`src/rtl/sru_pkg.sv`:
```
package sru_pkg;

   typedef enum logic [3:0] {
      OP_NOP      = 4'd0,
      OP_SR_AND   = 4'd1,
      OP_SR_XOR   = 4'd2,
      OP_SR_OR    = 4'd3,
      OP_SR_LOAD  = 4'd4,
      OP_CC_AND   = 4'd5,
      OP_CC_XOR   = 4'd6,
      OP_CC_OR    = 4'd7,
      OP_CC_LOAD  = 4'd8,
      OP_HALT     = 4'd9,
      OP_HALT_LP  = 4'd10
   } sru_op_e;

   // whole-word writers need supervisor level
   function automatic logic op_needs_priv(input logic [3:0] op);
      case (op)
         OP_SR_AND, OP_SR_XOR, OP_SR_OR, OP_SR_LOAD,
         OP_HALT, OP_HALT_LP: return 1'b1;
         default:             return 1'b0;
      endcase
   endfunction

   function automatic logic op_is_cc(input logic [3:0] op);
      return (op == OP_CC_AND) || (op == OP_CC_XOR) ||
             (op == OP_CC_OR)  || (op == OP_CC_LOAD);
   endfunction

   function automatic logic op_is_halt(input logic [3:0] op);
      return (op == OP_HALT) || (op == OP_HALT_LP);
   endfunction

   function automatic logic op_writes(input logic [3:0] op);
      return op_needs_priv(op) || op_is_cc(op);
   endfunction

endpackage

```
`src/rtl/sru_alu.sv`:
```
module sru_alu
   import sru_pkg::*;
#(
   parameter int SR_W = 16,
   parameter int CC_W = 8
) (
   input  logic [3:0]      op_i,
   input  logic [SR_W-1:0] operand_i,
   input  logic [SR_W-1:0] cur_i,
   output logic [SR_W-1:0] nxt_o
);

   localparam int HI_W = SR_W - CC_W;

   logic [CC_W-1:0] cc_cur, cc_opd, cc_res;
   logic [HI_W-1:0] hi_cur, hi_opd, hi_res;

   assign cc_cur = cur_i[CC_W-1:0];
   assign cc_opd = operand_i[CC_W-1:0];
   assign hi_cur = cur_i[SR_W-1:CC_W];
   assign hi_opd = operand_i[SR_W-1:CC_W];

   // low lane: touched by both whole-word and byte operations
   always_comb begin
      case (sru_op_e'(op_i))
         OP_SR_AND, OP_CC_AND:             cc_res = cc_cur & cc_opd;
         OP_SR_XOR, OP_CC_XOR:             cc_res = cc_cur ^ cc_opd;
         OP_SR_OR,  OP_CC_OR:              cc_res = cc_cur | cc_opd;
         OP_SR_LOAD, OP_CC_LOAD,
         OP_HALT, OP_HALT_LP:              cc_res = cc_opd;
         default:                          cc_res = cc_cur;
      endcase
   end

   // high lane: only whole-word operations reach it
   always_comb begin
      case (sru_op_e'(op_i))
         OP_SR_AND:                        hi_res = hi_cur & hi_opd;
         OP_SR_XOR:                        hi_res = hi_cur ^ hi_opd;
         OP_SR_OR:                         hi_res = hi_cur | hi_opd;
         OP_SR_LOAD, OP_HALT, OP_HALT_LP:  hi_res = hi_opd;
         default:                          hi_res = hi_cur;
      endcase
   end

   assign nxt_o = {hi_res, cc_res};

endmodule

```
`src/rtl/sru_ctrl.sv`:
```
module sru_ctrl
   import sru_pkg::*;
(
   input  logic       clk,
   input  logic       rst_n,
   input  logic       op_valid_i,
   input  logic [3:0] op_i,
   input  logic       priv_i,
   input  logic       resume_i,
   output logic       sr_we_o,
   output logic       viol_o,
   output logic       stopped_o,
   output logic       lowpow_o
);

   logic stopped_q, lowpow_q, viol_q;
   logic accept, need_priv, grant;

   assign accept    = op_valid_i && !stopped_q;
   assign need_priv = op_needs_priv(op_i);
   assign grant     = accept && (!need_priv || priv_i);
   assign sr_we_o   = grant && op_writes(op_i);

   always_ff @(posedge clk or negedge rst_n) begin
      if (!rst_n) begin
         viol_q    <= 1'b0;
         stopped_q <= 1'b0;
         lowpow_q  <= 1'b0;
      end else begin
         viol_q <= accept && need_priv && !priv_i;
         if (stopped_q) begin
            if (resume_i) begin
               stopped_q <= 1'b0;
               lowpow_q  <= 1'b0;
            end
         end else if (grant && op_is_halt(op_i)) begin
            stopped_q <= 1'b1;
            lowpow_q  <= (op_i == OP_HALT_LP);
         end
      end
   end

   assign viol_o    = viol_q;
   assign stopped_o = stopped_q;
   assign lowpow_o  = lowpow_q;

endmodule

```
`src/rtl/sru_sreg.sv`:
```
module sru_sreg #(
   parameter int              SR_W      = 16,
   parameter logic [SR_W-1:0] RESET_VAL = 16'h2700,
   parameter logic [SR_W-1:0] IMPL_MASK = '1
) (
   input  logic            clk,
   input  logic            rst_n,
   input  logic            we_i,
   input  logic [SR_W-1:0] d_i,
   output logic [SR_W-1:0] q_o
);

   for (genvar b = 0; b < SR_W; b++) begin : g_bit
      if (IMPL_MASK[b]) begin : g_flop
         logic bit_q;
         always_ff @(posedge clk or negedge rst_n) begin
            if (!rst_n)    bit_q <= RESET_VAL[b];
            else if (we_i) bit_q <= d_i[b];
         end
         assign q_o[b] = bit_q;
      end else begin : g_tie
         assign q_o[b] = 1'b0;
      end
   end

endmodule

```
`src/rtl/sr_update_unit.sv`:
```
module sr_update_unit
   import sru_pkg::*;
#(
   parameter int              SR_W      = 16,
   parameter int              CC_W      = 8,
   parameter int              MASK_LSB  = 8,
   parameter int              MASK_W    = 3,
   parameter int              SUP_BIT   = 13,
   parameter logic [SR_W-1:0] RESET_VAL = 16'h2700,
   parameter logic [SR_W-1:0] IMPL_MASK = '1
) (
   input  logic              clk,
   input  logic              rst_n,
   input  logic              op_valid_i,
   input  logic [3:0]        op_i,
   input  logic [SR_W-1:0]   operand_i,
   input  logic              priv_i,
   input  logic              resume_i,
   output logic [SR_W-1:0]   sr_o,
   output logic              priv_viol_o,
   output logic              stopped_o,
   output logic [MASK_W-1:0] mask_bus_o,
   output logic              mask_bus_valid_o
);

   if (CC_W < 1 || CC_W >= SR_W) begin : g_bad_cc
      $error("condition-code width must be below the word width");
   end
   if (MASK_LSB + MASK_W > SR_W) begin : g_bad_mask
      $error("mask field lies outside the word");
   end
   if (SUP_BIT >= SR_W || (SUP_BIT >= MASK_LSB && SUP_BIT < MASK_LSB + MASK_W)) begin : g_bad_sup
      $error("supervisor bit misplaced");
   end
   if ((RESET_VAL & ~IMPL_MASK) != '0) begin : g_bad_rst
      $error("reset value sets an unimplemented bit");
   end

   logic [SR_W-1:0] sr_q, sr_nxt;
   logic            sr_we, lowpow;

   sru_alu #(.SR_W(SR_W), .CC_W(CC_W)) u_alu (
      .op_i      (op_i),
      .operand_i (operand_i),
      .cur_i     (sr_q),
      .nxt_o     (sr_nxt)
   );

   sru_ctrl u_ctrl (
      .clk        (clk),
      .rst_n      (rst_n),
      .op_valid_i (op_valid_i),
      .op_i       (op_i),
      .priv_i     (priv_i),
      .resume_i   (resume_i),
      .sr_we_o    (sr_we),
      .viol_o     (priv_viol_o),
      .stopped_o  (stopped_o),
      .lowpow_o   (lowpow)
   );

   sru_sreg #(.SR_W(SR_W), .RESET_VAL(RESET_VAL), .IMPL_MASK(IMPL_MASK)) u_sreg (
      .clk   (clk),
      .rst_n (rst_n),
      .we_i  (sr_we),
      .d_i   (sr_nxt),
      .q_o   (sr_q)
   );

   assign sr_o             = sr_q;
   assign mask_bus_valid_o = lowpow;
   assign mask_bus_o       = lowpow ? sr_q[MASK_LSB +: MASK_W] : '0;

endmodule

```
`config.mk`:
```
export PLATFORM = sky130hd
export DESIGN_NAME = sr_update_unit
export DESIGN_NICKNAME = d
export VERILOG_FILES = /design/src/rtl/sru_pkg.sv /design/src/rtl/sru_alu.sv /design/src/rtl/sru_ctrl.sv /design/src/rtl/sru_sreg.sv /design/src/rtl/sr_update_unit.sv
export SDC_FILE = /design/constraint.sdc
export NUM_CORES = 1
export LEC_CHECK = 0
export BUFFER_PORTS_ARGS = -buffer_cell sky130_fd_sc_hd__buf_2
export CORE_MARGIN = 2
export CORE_UTILIZATION = 30
export CTS_BUF_LIST = sky130_fd_sc_hd__clkbuf_8
export DETAILED_ROUTE_END_ITERATION = 6
export SETUP_SLACK_MARGIN = 0.2
export SLEW_MARGIN = 25
export SYNTH_ARGS = -nofsm -noshare
export SYNTH_HDL_FRONTEND = slang
export SYNTH_SLANG_ARGS = --single-unit
```
`constraint.sdc`:
```
create_clock -name clk -period 1.6 [get_ports clk]
set_input_delay 0.16 -clock clk [delete_from_list [all_inputs] [get_ports clk]]
set_output_delay 0.16 -clock clk [all_outputs]
set_load 0.02 [all_outputs]
```
==> results.py <==
metrics = {
    "logic_synthesis": {
        "ys_ff_latch": 19,
        "synth_flop_cell": "dfrtp_1",
        "synth_xor_area_share_pct": 0.775,
        "synth_cell_types": 39,
        "synth_compound_area_share_pct": 25.5,
        "avgSynthCellArea_um2": 9.16,
        "syn_inst": 229,
        "synth_top_area_share_pct": 19.1,
        "synthMuxAreaShare_pct": 4.77,
        "synth_warnings": 0,
        "yosys.area.top_type": "ha_1",
        "synthArstFlopShare_pct": 100,
        "syn-cell-area_um2": 2100,
        "synthSimpleGateAreaFrac_pct": 10.8,
        "synth_edf_count": 0,
        "netlist_top_cells_area": "ha_1 19%, dfrtp_1 18%, buf_4 7.2%, inv_1 6.8%, a221oi_2 5.7%",
        "seq_area_frac_synth_pct": 22.9,
        "synth_top_family_by_area": "compound AO/OA/AOI/OAI gates",
        "syn-num-nets": 286,
        "synthAdderAreaFrac_pct": 19.1,
    },
    "timing": {
        "rsz0062_at_grt": "yes",
        "relSlewSlack_pct": 69.1,
        "slew_viol_final": 0,
        "hold_viol_final": 0,
        "fin_worst_skew_ns": 0.00258,
        "finalCritPeriodShare_pct": 83.1,
        "fin_tns_setup_ns": 0,
        "worstMarginPinSlew_ns": 0.464,
        "fin_crit_ns": 1.33,
        "fmax_ghz": 0.752,
        "setup_viol": 0,
    },
    "hold_path": {
        "hp-class": "in2reg",
    },
    "detailed_routing": {
        "drt_iter0_drc": 52,
        "wire_per_inst_um": 13.4,
        "via_count": 1770,
        "via_per_inst": 4.76,
        "ant_nets": 0,
        "drc_errors": 0,
        "drt-total-wl_mm": 4.97,
        "firstDrtPassIters": 4,
    },
    "power": {
        "p_per_area_nw_per_um2": 994,
        "p_sw_mw": 1.11,
        "combPwrFrac_pct": 55.1,
        "power.leakage_nw": 1.29,
        "ir_drop_mv": 0.487,
        "p_total_mw": 2.53,
        "switching_share_pct": 43.8,
        "cellInternalPower_mw": 1.42,
        "p_clk_share_pct": 13.6,
        "p_seq_share_pct": 31.3,
    },
    "cells_and_area": {
        "nets": 334,
        "layout_commonest_cell": "buf_2",
        "diodes": 0,
        "mostFrequentLayoutCells": "46 x buf_2, 36 x inv_1, 29 x ha_1",
        "utilization_pct": 37.5,
        "synthToLayoutAreaGrowth_pct": 21.3,
        "drive_gt1_share_pct": 37.3,
    },
    "floorplanning": {
        "start_util_pct": 30.9,
        "fp.dieH_um": 87.6,
        "io_pins": 47,
        "num_rows": 30,
        "dieArea_um2": 7680,
        "coreArea_um2": 6790,
        "die_w_um": 87.6,
    },
    "grt": {
        "antenna_found_initial": 0,
        "grt_pass1_vias": 1698,
        "grt_overflow": 0,
        "grt_max_degree": 23,
        "grt_usage_pct": 13.1,
        "grt_pass1_wl_mm": 8.02,
    },
    "clock_network": {
        "clk_latency_ns": 0.26,
        "cts_made_buffers": 3,
        "clock_sinks": 19,
        "cts-root-buf": "clkbuf_8",
        "cts_tree": "done",
        "clockBufferDepth": 2,
        "cts.htree.levels": 1,
        "clk_pin_slew_ns": 0.07,
    },
    "worst_setup_path": {
        "crit_path_end_kind": "flip-flop",
        "critPathKind": "reg2reg",
        "critPathMaxFanout": 4,
        "start_kind": "flip-flop",
        "cp.arrival_ns": 1.52,
        "crit_required_ns": 1.79,
    },
    "placed_design": {
        "dp.final_hpwl_mm": 3.62,
        "io_buffers": 46,
        "finalWeightedCongestion": 0.757,
    },
    "job": {
        "maxCapViolations": 0,
    },
    "outcome": {
        "status": "completed",
    },
}
## metal layers
metal,routed length (µm),GRT usage (%),vias to the layer above
li1,-,-,889
met1,2220,16.7,823
met2,2460,23.6,54
met3,254,2.26,4
met4,35,2.10,0
met5,0,0,-
## final timing paths
| path | start | endpoint | slack [ns] | cells past startpoint |
|---|---|---|---|---|
| hold / removal | resume_i | u_ctrl.stopped_o$_DFF_PN0_ | 0.08 | 2 |
| max in group asynchronous | rst_n | u_sreg.g_bit[9].g_flop.bit_q$_DFFE_PN1P_ | 0.87 | 2 |
| setup reg to reg | u_sreg.g_bit[8].g_flop.bit_q$_DFFE_PN1P_ | u_sreg.g_bit[8].g_flop.bit_q$_DFFE_PN1P_ | 0.27 | 6 |
| setup / recovery | u_sreg.g_bit[8].g_flop.bit_q$_DFFE_PN1P_ | u_sreg.g_bit[8].g_flop.bit_q$_DFFE_PN1P_ | 0.27 | 6 |
| min in group asynchronous | rst_n | u_sreg.g_bit[7].g_flop.bit_q$_DFFE_PN0P_ | 0.38 | 2 |
| hold reg to reg | u_sreg.g_bit[5].g_flop.bit_q$_DFFE_PN0P_ | u_sreg.g_bit[5].g_flop.bit_q$_DFFE_PN0P_ | 0.57 | 2 |
## area by class of cell
| cell class | count | area, µm² |
|---|---|---|
| clock inverter | 1 | 3.75 |
| multi-input combinational | 143 | 1330 |
| sequential | 19 | 480 |
| inverter | 38 | 143 |
| clock buffer | 3 | 41.3 |
| fill | 691 | 4250 |
| tap | 96 | 120 |
| timing repair buffer | 72 | 428 |
## power groups by stage
stage / Sequential (mW) / Combinational [mW] / Clock (mW)
global route: 0.822 / 1.58 / 0.379
CTS: 0.804 / 1.25 / 0.357
finish: 0.792 / 1.39 / 0.344
detailed placement: 0.811 / 1.25 / 0
global placement: 0.807 / 1.22 / 0
floorplan: 0.774 / 1.07 / 0
## critical path, cell delays in order, from the launching register on
cell	delay (ns)
dfstp_2	0.57
inv_2	0.05
ha_4	0.24
inv_1	0.03
mux2i_1	0.12
a32oi_1	0.07
a31oi_1	0.18
## sequential cells by signal, indices dropped and copies added, names as in the netlist
register and flops:
u_sreg.g_bit.g_flop.bit_q 16, u_ctrl.viol_o 1, u_ctrl.stopped_o 1, u_ctrl.lowpow_o 1
## cells in the mapped netlist, types with 2 or more instances
| master | count |
|---|---|
| a211oi_1 | 8 |
| a21oi_1 | 17 |
| a221oi_2 | 8 |
| a22oi_1 | 8 |
| a31oi_1 | 9 |
| a32oi_1 | 8 |
| and2_1 | 4 |
| buf_1 | 2 |
| buf_2 | 4 |
| buf_4 | 20 |
| clkbuf_1 | 2 |
| dfrtp_1 | 15 |
| dfstp_2 | 4 |
| ha_1 | 32 |
| inv_1 | 38 |
| mux2i_1 | 10 |
| nand2b_1 | 2 |
| nor2_1 | 14 |
| nor3_1 | 2 |
| nor3b_1 | 3 |
## cells by family (layout without fill, tap and decap cells)
family          count (synthesis)  in the layout
buf+inv                        67            114
compound gates                 66             66
simple gates                   34             34
fa+ha+maj                      32             32
flops                          19             19
mux                            10             10
xor+xnor                        1              1
## stage by stage
stage          hold WS [ns]  cells  setup slack [ns]  cell area, µm²
3_5_place_dp          0.146    359             0.120            2380
5_1_grt              0.0819    372             0.170            2550
2_1_floorplan        -0.136    229             0.219            2100
6_report             0.0821    372             0.271            2550
3_3_place_gp          0.132    359             0.154            2380
4_1_cts              0.0781    364             0.230            2430
## timing repair
action	4_1_cts	5_1_grt
setup endpoints to repair	0	6
buffers inserted	0	8
hold endpoints to repair	15	0
hold buffers	1	0
resized for setup	0	10
(Power assumes the default switching activity.)
